[src/rtl/lcd_timing_pkg.sv]
// Shared definitions for the LCD timing generator: phase encoding and
// register indices. Assumes a 3-bit register index and 32-bit write data.
package lcd_timing_pkg;
    localparam int ADDR_W = 3;
    localparam int DATA_W = 32;

    localparam logic [ADDR_W-1:0] REG_CTRL  = 3'd0;
    localparam logic [ADDR_W-1:0] REG_HTIM  = 3'd1;
    localparam logic [ADDR_W-1:0] REG_VTIM  = 3'd2;
    localparam logic [ADDR_W-1:0] REG_SIZE  = 3'd3;
    localparam logic [ADDR_W-1:0] REG_IMASK = 3'd4;
    localparam logic [ADDR_W-1:0] REG_IPEND = 3'd5;

    typedef enum logic [1:0] {
        PH_SYNC   = 2'd0,
        PH_BACK   = 2'd1,
        PH_ACTIVE = 2'd2,
        PH_FRONT  = 2'd3
    } phase_e;
endpackage

[src/rtl/lcd_timing_regs.sv]
// Host register file plus frame interrupt pending/mask logic.
// Assumes SYNC_W <= 8 so the porch/sync fields fit their byte lanes,
// HACT_W <= 16 and VACT_W + 16 <= 32, DIV_W + 16 <= 32.
module lcd_timing_regs
    import lcd_timing_pkg::*;
#(
    parameter int SYNC_W = 8,
    parameter int HACT_W = 11,
    parameter int VACT_W = 10,
    parameter int DIV_W  = 10
) (
    input  logic              clk,
    input  logic              rst_n,
    input  logic              wr_en,
    input  logic [ADDR_W-1:0] wr_addr,
    input  logic [DATA_W-1:0] wr_data,
    input  logic              frame_evt,
    output logic              cfg_en,
    output logic [DIV_W-1:0]  cfg_div,
    output logic [SYNC_W-1:0] h_sync,
    output logic [SYNC_W-1:0] h_back,
    output logic [SYNC_W-1:0] h_front,
    output logic [SYNC_W-1:0] v_sync,
    output logic [SYNC_W-1:0] v_back,
    output logic [SYNC_W-1:0] v_front,
    output logic [HACT_W-1:0] h_act,
    output logic [VACT_W-1:0] v_act,
    output logic              irq
);
    logic mask_q;
    logic pend_q;
    logic clr_wr;

    assign clr_wr = wr_en && (wr_addr == REG_IPEND) && wr_data[0];

    // Configuration registers, loaded by host writes.
    always_ff @(posedge clk) begin
        if (!rst_n) begin
            cfg_en  <= 1'b0;
            cfg_div <= '0;
            h_sync  <= '0;
            h_back  <= '0;
            h_front <= '0;
            v_sync  <= '0;
            v_back  <= '0;
            v_front <= '0;
            h_act   <= '0;
            v_act   <= '0;
            mask_q  <= 1'b1;
        end else if (wr_en) begin
            case (wr_addr)
                REG_CTRL: begin
                    cfg_en  <= wr_data[0];
                    cfg_div <= wr_data[16 +: DIV_W];
                end
                REG_HTIM: begin
                    h_sync  <= wr_data[0 +: SYNC_W];
                    h_back  <= wr_data[8 +: SYNC_W];
                    h_front <= wr_data[16 +: SYNC_W];
                end
                REG_VTIM: begin
                    v_sync  <= wr_data[0 +: SYNC_W];
                    v_back  <= wr_data[8 +: SYNC_W];
                    v_front <= wr_data[16 +: SYNC_W];
                end
                REG_SIZE: begin
                    h_act <= wr_data[0 +: HACT_W];
                    v_act <= wr_data[16 +: VACT_W];
                end
                REG_IMASK: mask_q <= wr_data[0];
                default: ;
            endcase
        end
    end

    // Pending flag: set by the frame event (priority), cleared by writing one.
    always_ff @(posedge clk) begin
        if (!rst_n)
            pend_q <= 1'b0;
        else if (frame_evt)
            pend_q <= 1'b1;
        else if (clr_wr)
            pend_q <= 1'b0;
    end

    assign irq = pend_q && !mask_q;

    a_r7_evt_sets_pend: assert property (@(posedge clk) disable iff (!rst_n)
        frame_evt |=> pend_q);
    a_r8_one_clears: assert property (@(posedge clk) disable iff (!rst_n)
        (clr_wr && !frame_evt) |=> !pend_q);
    a_r8_zero_keeps: assert property (@(posedge clk) disable iff (!rst_n)
        (pend_q && !clr_wr) |=> pend_q);
    a_r9_masked_keeps: assert property (@(posedge clk) disable iff (!rst_n)
        (mask_q && frame_evt) |=> (pend_q && !irq));
endmodule

[src/rtl/lcd_pix_div.sv]
// Pixel clock enable divider: one pulse every 2*(div+1) system cycles.
// Held at count zero while run is low, so each enable starts a fresh period.
module lcd_pix_div #(
    parameter int DIV_W = 10
) (
    input  logic             clk,
    input  logic             rst_n,
    input  logic             run,
    input  logic [DIV_W-1:0] div,
    output logic             pix_ce
);
    localparam int CNT_W = DIV_W + 1;

    logic [CNT_W-1:0] cnt_q;
    logic [CNT_W-1:0] top;

    assign top    = {div, 1'b1};
    assign pix_ce = run && (cnt_q == top);

    // Period counter, wraps after the terminal count.
    always_ff @(posedge clk) begin
        if (!rst_n || !run)
            cnt_q <= '0;
        else if (cnt_q == top)
            cnt_q <= '0;
        else
            cnt_q <= cnt_q + 1'b1;
    end

    a_r10_ce_gap: assert property (@(posedge clk) disable iff (!rst_n)
        pix_ce |=> !pix_ce);
    a_r6_fresh_start: assert property (@(posedge clk) disable iff (!rst_n)
        $rose(run) |-> (cnt_q == '0));
endmodule

[src/rtl/lcd_axis_ctr.sv]
// One timing axis: walks sync, back porch, active, front porch, each phase
// lasting its limit+1 steps. Assumes limits are stable while running.
module lcd_axis_ctr
    import lcd_timing_pkg::*;
#(
    parameter int CNT_W = 11
) (
    input  logic             clk,
    input  logic             rst_n,
    input  logic             clr,
    input  logic             step,
    input  logic [CNT_W-1:0] lim_sync,
    input  logic [CNT_W-1:0] lim_back,
    input  logic [CNT_W-1:0] lim_act,
    input  logic [CNT_W-1:0] lim_front,
    output phase_e           phase,
    output logic [CNT_W-1:0] cnt,
    output logic             wrap
);
    logic [CNT_W-1:0] cur_lim;
    logic             at_lim;
    phase_e           nxt_phase;

    // Select the limit of the current phase and the phase that follows it.
    always_comb begin
        case (phase)
            PH_SYNC:   begin cur_lim = lim_sync;  nxt_phase = PH_BACK;   end
            PH_BACK:   begin cur_lim = lim_back;  nxt_phase = PH_ACTIVE; end
            PH_ACTIVE: begin cur_lim = lim_act;   nxt_phase = PH_FRONT;  end
            default:   begin cur_lim = lim_front; nxt_phase = PH_SYNC;   end
        endcase
    end

    assign at_lim = (cnt == cur_lim);
    assign wrap   = step && (phase == PH_FRONT) && at_lim;

    // Phase and in-phase position, advanced on each step.
    always_ff @(posedge clk) begin
        if (!rst_n || clr) begin
            phase <= PH_SYNC;
            cnt   <= '0;
        end else if (step) begin
            if (at_lim) begin
                phase <= nxt_phase;
                cnt   <= '0;
            end else begin
                cnt <= cnt + 1'b1;
            end
        end
    end

    a_r3_count_up: assert property (@(posedge clk) disable iff (!rst_n)
        (step && !clr && !at_lim) |=> (cnt == $past(cnt) + 1'b1));
    a_r4_wrap_to_sync: assert property (@(posedge clk) disable iff (!rst_n)
        (wrap && !clr) |=> (phase == PH_SYNC && cnt == '0));
    a_r3_hold: assert property (@(posedge clk) disable iff (!rst_n)
        (!step && !clr) |=> ($stable(cnt) && $stable(phase)));
endmodule

[src/rtl/lcd_timing_gen.sv]
// LCD panel timing generator top: register file, pixel divider and the
// horizontal and vertical axis counters. Outputs decode counter state
// directly; all timing is inactive while the enable bit is clear.
module lcd_timing_gen
    import lcd_timing_pkg::*;
#(
    parameter int SYNC_W = 8,
    parameter int HACT_W = 11,
    parameter int VACT_W = 10,
    parameter int DIV_W  = 10
) (
    input  logic              clk,
    input  logic              rst_n,
    input  logic              wr_en,
    input  logic [2:0]        wr_addr,
    input  logic [31:0]       wr_data,
    output logic              pix_ce,
    output logic              hsync_n,
    output logic              vsync_n,
    output logic              de,
    output logic [HACT_W-1:0] pix_x,
    output logic [VACT_W-1:0] pix_y,
    output logic              video_on,
    output logic              irq
);
    localparam int H_CNT_W = (HACT_W > SYNC_W) ? HACT_W : SYNC_W;
    localparam int V_CNT_W = (VACT_W > SYNC_W) ? VACT_W : SYNC_W;

    logic [DIV_W-1:0]   cfg_div;
    logic [SYNC_W-1:0]  h_sync, h_back, h_front;
    logic [SYNC_W-1:0]  v_sync, v_back, v_front;
    logic [HACT_W-1:0]  h_act;
    logic [VACT_W-1:0]  v_act;
    phase_e             h_phase, v_phase;
    logic [H_CNT_W-1:0] h_cnt;
    logic [V_CNT_W-1:0] v_cnt;
    logic               h_wrap, v_wrap;

    lcd_timing_regs #(
        .SYNC_W(SYNC_W), .HACT_W(HACT_W), .VACT_W(VACT_W), .DIV_W(DIV_W)
    ) u_regs (
        .clk(clk), .rst_n(rst_n),
        .wr_en(wr_en), .wr_addr(wr_addr), .wr_data(wr_data),
        .frame_evt(v_wrap),
        .cfg_en(video_on), .cfg_div(cfg_div),
        .h_sync(h_sync), .h_back(h_back), .h_front(h_front),
        .v_sync(v_sync), .v_back(v_back), .v_front(v_front),
        .h_act(h_act), .v_act(v_act),
        .irq(irq)
    );

    lcd_pix_div #(.DIV_W(DIV_W)) u_div (
        .clk(clk), .rst_n(rst_n), .run(video_on), .div(cfg_div), .pix_ce(pix_ce)
    );

    lcd_axis_ctr #(.CNT_W(H_CNT_W)) u_hctr (
        .clk(clk), .rst_n(rst_n), .clr(!video_on), .step(pix_ce),
        .lim_sync(H_CNT_W'(h_sync)), .lim_back(H_CNT_W'(h_back)),
        .lim_act(H_CNT_W'(h_act)), .lim_front(H_CNT_W'(h_front)),
        .phase(h_phase), .cnt(h_cnt), .wrap(h_wrap)
    );

    lcd_axis_ctr #(.CNT_W(V_CNT_W)) u_vctr (
        .clk(clk), .rst_n(rst_n), .clr(!video_on), .step(h_wrap),
        .lim_sync(V_CNT_W'(v_sync)), .lim_back(V_CNT_W'(v_back)),
        .lim_act(V_CNT_W'(v_act)), .lim_front(V_CNT_W'(v_front)),
        .phase(v_phase), .cnt(v_cnt), .wrap(v_wrap)
    );

    // Panel outputs decoded from the two axis states, gated by the enable.
    always_comb begin
        hsync_n = !(video_on && h_phase == PH_SYNC);
        vsync_n = !(video_on && v_phase == PH_SYNC);
        de      = video_on && h_phase == PH_ACTIVE && v_phase == PH_ACTIVE;
        pix_x   = de ? h_cnt[HACT_W-1:0] : '0;
        pix_y   = de ? v_cnt[VACT_W-1:0] : '0;
    end

    a_r5_de_syncs_off: assert property (@(posedge clk) disable iff (!rst_n)
        de |-> (hsync_n && vsync_n));
    a_r5_x_in_range: assert property (@(posedge clk) disable iff (!rst_n)
        de |-> (pix_x <= h_act && pix_y <= v_act));
    a_r6_idle_quiet: assert property (@(posedge clk) disable iff (!rst_n)
        !video_on |-> (hsync_n && vsync_n && !de && !pix_ce));
endmodule

[config.mk]
export PLATFORM = sky130hd
export DESIGN_NAME = lcd_timing_gen
export DESIGN_NICKNAME = d
export VERILOG_FILES = /design/src/rtl/lcd_timing_pkg.sv /design/src/rtl/lcd_timing_regs.sv /design/src/rtl/lcd_pix_div.sv /design/src/rtl/lcd_axis_ctr.sv /design/src/rtl/lcd_timing_gen.sv
export SDC_FILE = /design/constraint.sdc
export NUM_CORES = 1
export LEC_CHECK = 0
export BUFFER_PORTS_ARGS = -buffer_cell sky130_fd_sc_hd__clkbuf_2
export CAP_MARGIN = 20
export CORE_ASPECT_RATIO = 0.75
export CORE_MARGIN = 5
export CORE_UTILIZATION = 55
export CTS_CLUSTER_SIZE = 25
export DETAILED_ROUTE_END_ITERATION = 16
export GPL_TIMING_DRIVEN = 0
export PLACE_DENSITY = 0.83
export SKIP_CTS_REPAIR_TIMING = 1
export SLEW_MARGIN = 20
export SYNTH_ARGS = -nofsm -noshare
export SYNTH_HDL_FRONTEND = slang
export SYNTH_SLANG_ARGS = --single-unit
export TNS_END_PERCENT = 20
[constraint.sdc]
create_clock -name clk -period 7.1 [get_ports clk]
set_input_delay 1.065 -clock clk [delete_from_list [all_inputs] [get_ports clk]]
set_output_delay 1.065 -clock clk [all_outputs]
set_load 0.01 [all_outputs]
==> impl_summary.md <==
Outcome
The run finished with clean final reports.

STA
The count of pins over their slew limit was 0. The setup total negative slack is 0 ps. Dividing the final minimum period by the clock period gives 0.496. In this run the tightest slew margin relative to its limit is 0.366. The minimum clock period is ~3500 ps.

The final-report hold violation count came to 0. Between clock sinks in the finished design, the worst skew comes to 11.8 ps. Setup repair after global routing left no endpoint under its margin. For the pin with the worst max-slew slack, the measured transition is 944 ps. The top achievable clock speed is 284 MHz. The worst hold-check slack is 467 ps. Across all setup checks in the final design, the least slack found is 3580 ps. Setup violations remaining at the end of the flow were counted as 0.

Logic synthesis
Counting every instance in the synthesized netlist gives around 700. The number of nets handed over by synthesis was 752. In the synthesized netlist, the cells that appear most often are sky130_fd_sc_hd__nand2_1, sky130_fd_sc_hd__dfxtp_1, sky130_fd_sc_hd__a21boi_0, sky130_fd_sc_hd__nor2_1.

In the synthesized netlist the async set-or-reset flop fraction comes to 0. The cell type contributing the most total cell area after synthesis is sky130_fd_sc_hd__dfxtp_1. During synthesis, Yosys emitted a total of 0 warnings.

After synthesis, the netlist uses 48 different library cells. The cell area after technology mapping is 5790 um2. Counting flops and latches in the post-synthesis netlist gives 118. By instance count, the leading cell after synthesis is sky130_fd_sc_hd__nand2_1. The synthesized design contains 0 enable-type register cells. The sequential element share of the synthesized area is 0.408. The post-synthesis area per instance is 8.26 um2. The share of Yosys cell area claimed by the top area cell type is 0.408. Yosys attributes the largest share of cell area to sky130_fd_sc_hd__dfxtp_1, sky130_fd_sc_hd__nand2_1, sky130_fd_sc_hd__a21boi_0. The top flip-flop cell by instance count after synthesis is sky130_fd_sc_hd__dfxtp_1.

Setup path
STA classifies the critical path startpoint as a register. The critical setup path kind is reg2out. At the worst endpoint, the required time is 6030 ps. At the worst endpoint, the arrival time is around 2500 ps. The maximum net fanout on the critical path is 10. The critical path endpoint category is an output port.

Final layout
The number of antenna repair diodes is 0. From synthesis to final layout, the design area changed by 18.7%. The final layout contains 829 nets. Measured on the finished design, the core utilization comes to 0.668. The fraction of layout instances using a drive strength above 1 is 0.144.

Clocking
Clock tree synthesis found a total of 118 sinks. The clock passes through at most 2 buffers. The clock tree from TritonCTS is built. At the later pin of the worst-skew pair, clock insertion delay measures 420 ps. The clock edge transition at the registers on the reported setup and hold paths is ~60 ps. The tree is rooted in a sky130_fd_sc_hd__clkbuf_16.

The deepest level of the CTS H-tree is 4. The number of clock buffers added by TritonCTS is 17.

Die
For this design the top-level I/O count stands at 65. The initial core utilization is 0.563. The die boundary width is 128 um. The area of the core region is 10300 um2.

The area of the die is 12700 um2. The die boundary height is 98.9 um. The number of placement rows is 32.

Route
The via count of the routed design is 5311. The post-route DRC violation count is 0. Once detail routing completed, the nets flagged for antenna violations numbered 0. For this run, the detailed router's first-pass iteration total came to 5. Wires add up to 16000 um. For this block, the initial DRC count from the detailed router was between 600 and 700.

After detailed routing, the average wire length per cell comes to 17.3 um. The vias per cell is 5.73.

Worst hold path
The path class of the lowest-slack min-delay path is reg2reg.

Pwr
The cell leakage power is 2.43 nW. Power spread over the standard cell area amounts to between 200 and 250 nW/um2. The maximum vdd drop is 0.154 mV.

Placement
The sum of net half-perimeters after detailed placement is about 12000 um. Before CTS, the worst setup slack after placement is 3970 ps. The final RePlAce weighted congestion is 0.954. Input and output buffers added on the ports amount to 58.

Global routing
The first global-routing pass estimated between 20000 and 30000 um of wire. The number of antenna violations at the first check in global routing came to 0. The total overflow reported by the global router is 0. The maximum number of pins on one net before global-route repair is 17. The number of global-route vias before repair came to 5086. The overall global routing resource usage is 0.257.

Flow run
The number of max-cap violations is 0.
-- layout make-up --
| class | count | area (um2) |
|---|---|---|
| flip-flops and latches | 118 | 2360 |
| inverters | 26 | 97.6 |
| plain buffers | 42 | 200 |
| well taps | 136 | 170 |
| repair buffers | 58 | 290 |
| clock inverters | 13 | 180 |
| multi-input cells | 515 | 3130 |
| clock buffers | 19 | 443 |
| fillers | 836 | 3420 |
-- logic make-up (layout without fill, tap and decap cells) --
group,count (synthesis),in the layout,synth area share
and+or+nand+nor,304,304,0.236
adders and majority gates,13,13,0.0281
AOI/OAI and AO/OA,134,134,0.176
buffers and inverters,68,158,0.0514
xor gates and xnor gates,48,48,0.0726
DFF,118,118,0.408
muxes,16,16,0.0277
-- layer usage --
layer,GRT usage,vias up,part of all wire
li1,-,2501,-
met1,0.345,2524,0.43
met2,0.420,252,0.46
met3,0.0547,34,0.093
met4,0.0693,0,0.015
met5,0,-,0
-- worst max-delay path: stages, from the launching register on --
cell	delay, ps
sky130_fd_sc_hd__dfxtp_1	360
sky130_fd_sc_hd__inv_1	100
sky130_fd_sc_hd__ha_1	170
sky130_fd_sc_hd__clkbuf_1	430
sky130_fd_sc_hd__and3_1	390
sky130_fd_sc_hd__clkbuf_1	300
sky130_fd_sc_hd__and2_1	180
sky130_fd_sc_hd__clkbuf_2	130
-- metrics by stage --
stage	area, um2	cells	power [W]
floorplan	5790	701	0.000727
global placement	6250	895	0.000755
detailed placement	6250	895	0.000758
CTS	6870	927	0.00165
global route	6870	927	0.00169
finish	6870	927	0.00165
-- power by group --
part	internal, W	total [W]	switching [W]
sequential	0.000672	0.000679	0.00000637
clock	0.000594	0.000905	0.000311
combinational	0.0000260	0.0000680	0.0000421
-- registers in the layout, indices dropped and copies added, names as in the netlist, 10 cells and up --
| name | flops |
|---|---|
| u_regs.cfg_div | 10 |
| u_regs.v_act | 10 |
| u_div.cnt_q | 11 |
| u_regs.h_act | 11 |
| u_vctr.cnt | 10 |
| u_hctr.cnt | 11 |
-- final timing paths --
check                                  startpoint                 to  slack [ps]  cells past startpoint
worst max-delay path              u_vctr.phase[0]           pix_x[9]        3580                      7
worst min-delay path            u_regs.h_front[1]  u_regs.h_front[1]         470                      2
worst max register to register    u_vctr.phase[0]      u_vctr.cnt[1]        3760                     10
worst min register to register  u_regs.h_front[1]  u_regs.h_front[1]         470                      2
-- cells in the final DEF, fill, tap and decap left out, types with 17 or more instances in the layout --
master                      Yosys  routed
sky130_fd_sc_hd__nand2_1      182     182
sky130_fd_sc_hd__dfxtp_1      118     118
sky130_fd_sc_hd__a21boi_0      82      82
sky130_fd_sc_hd__clkbuf_2       0      58
sky130_fd_sc_hd__nor2_1        36      36
sky130_fd_sc_hd__clkbuf_1      32      33
sky130_fd_sc_hd__xnor2_1       32      32
sky130_fd_sc_hd__inv_1         26      26
sky130_fd_sc_hd__and2_1        22      22
sky130_fd_sc_hd__clkbuf_16      0      17
Power figures use the tool's default switching activity.
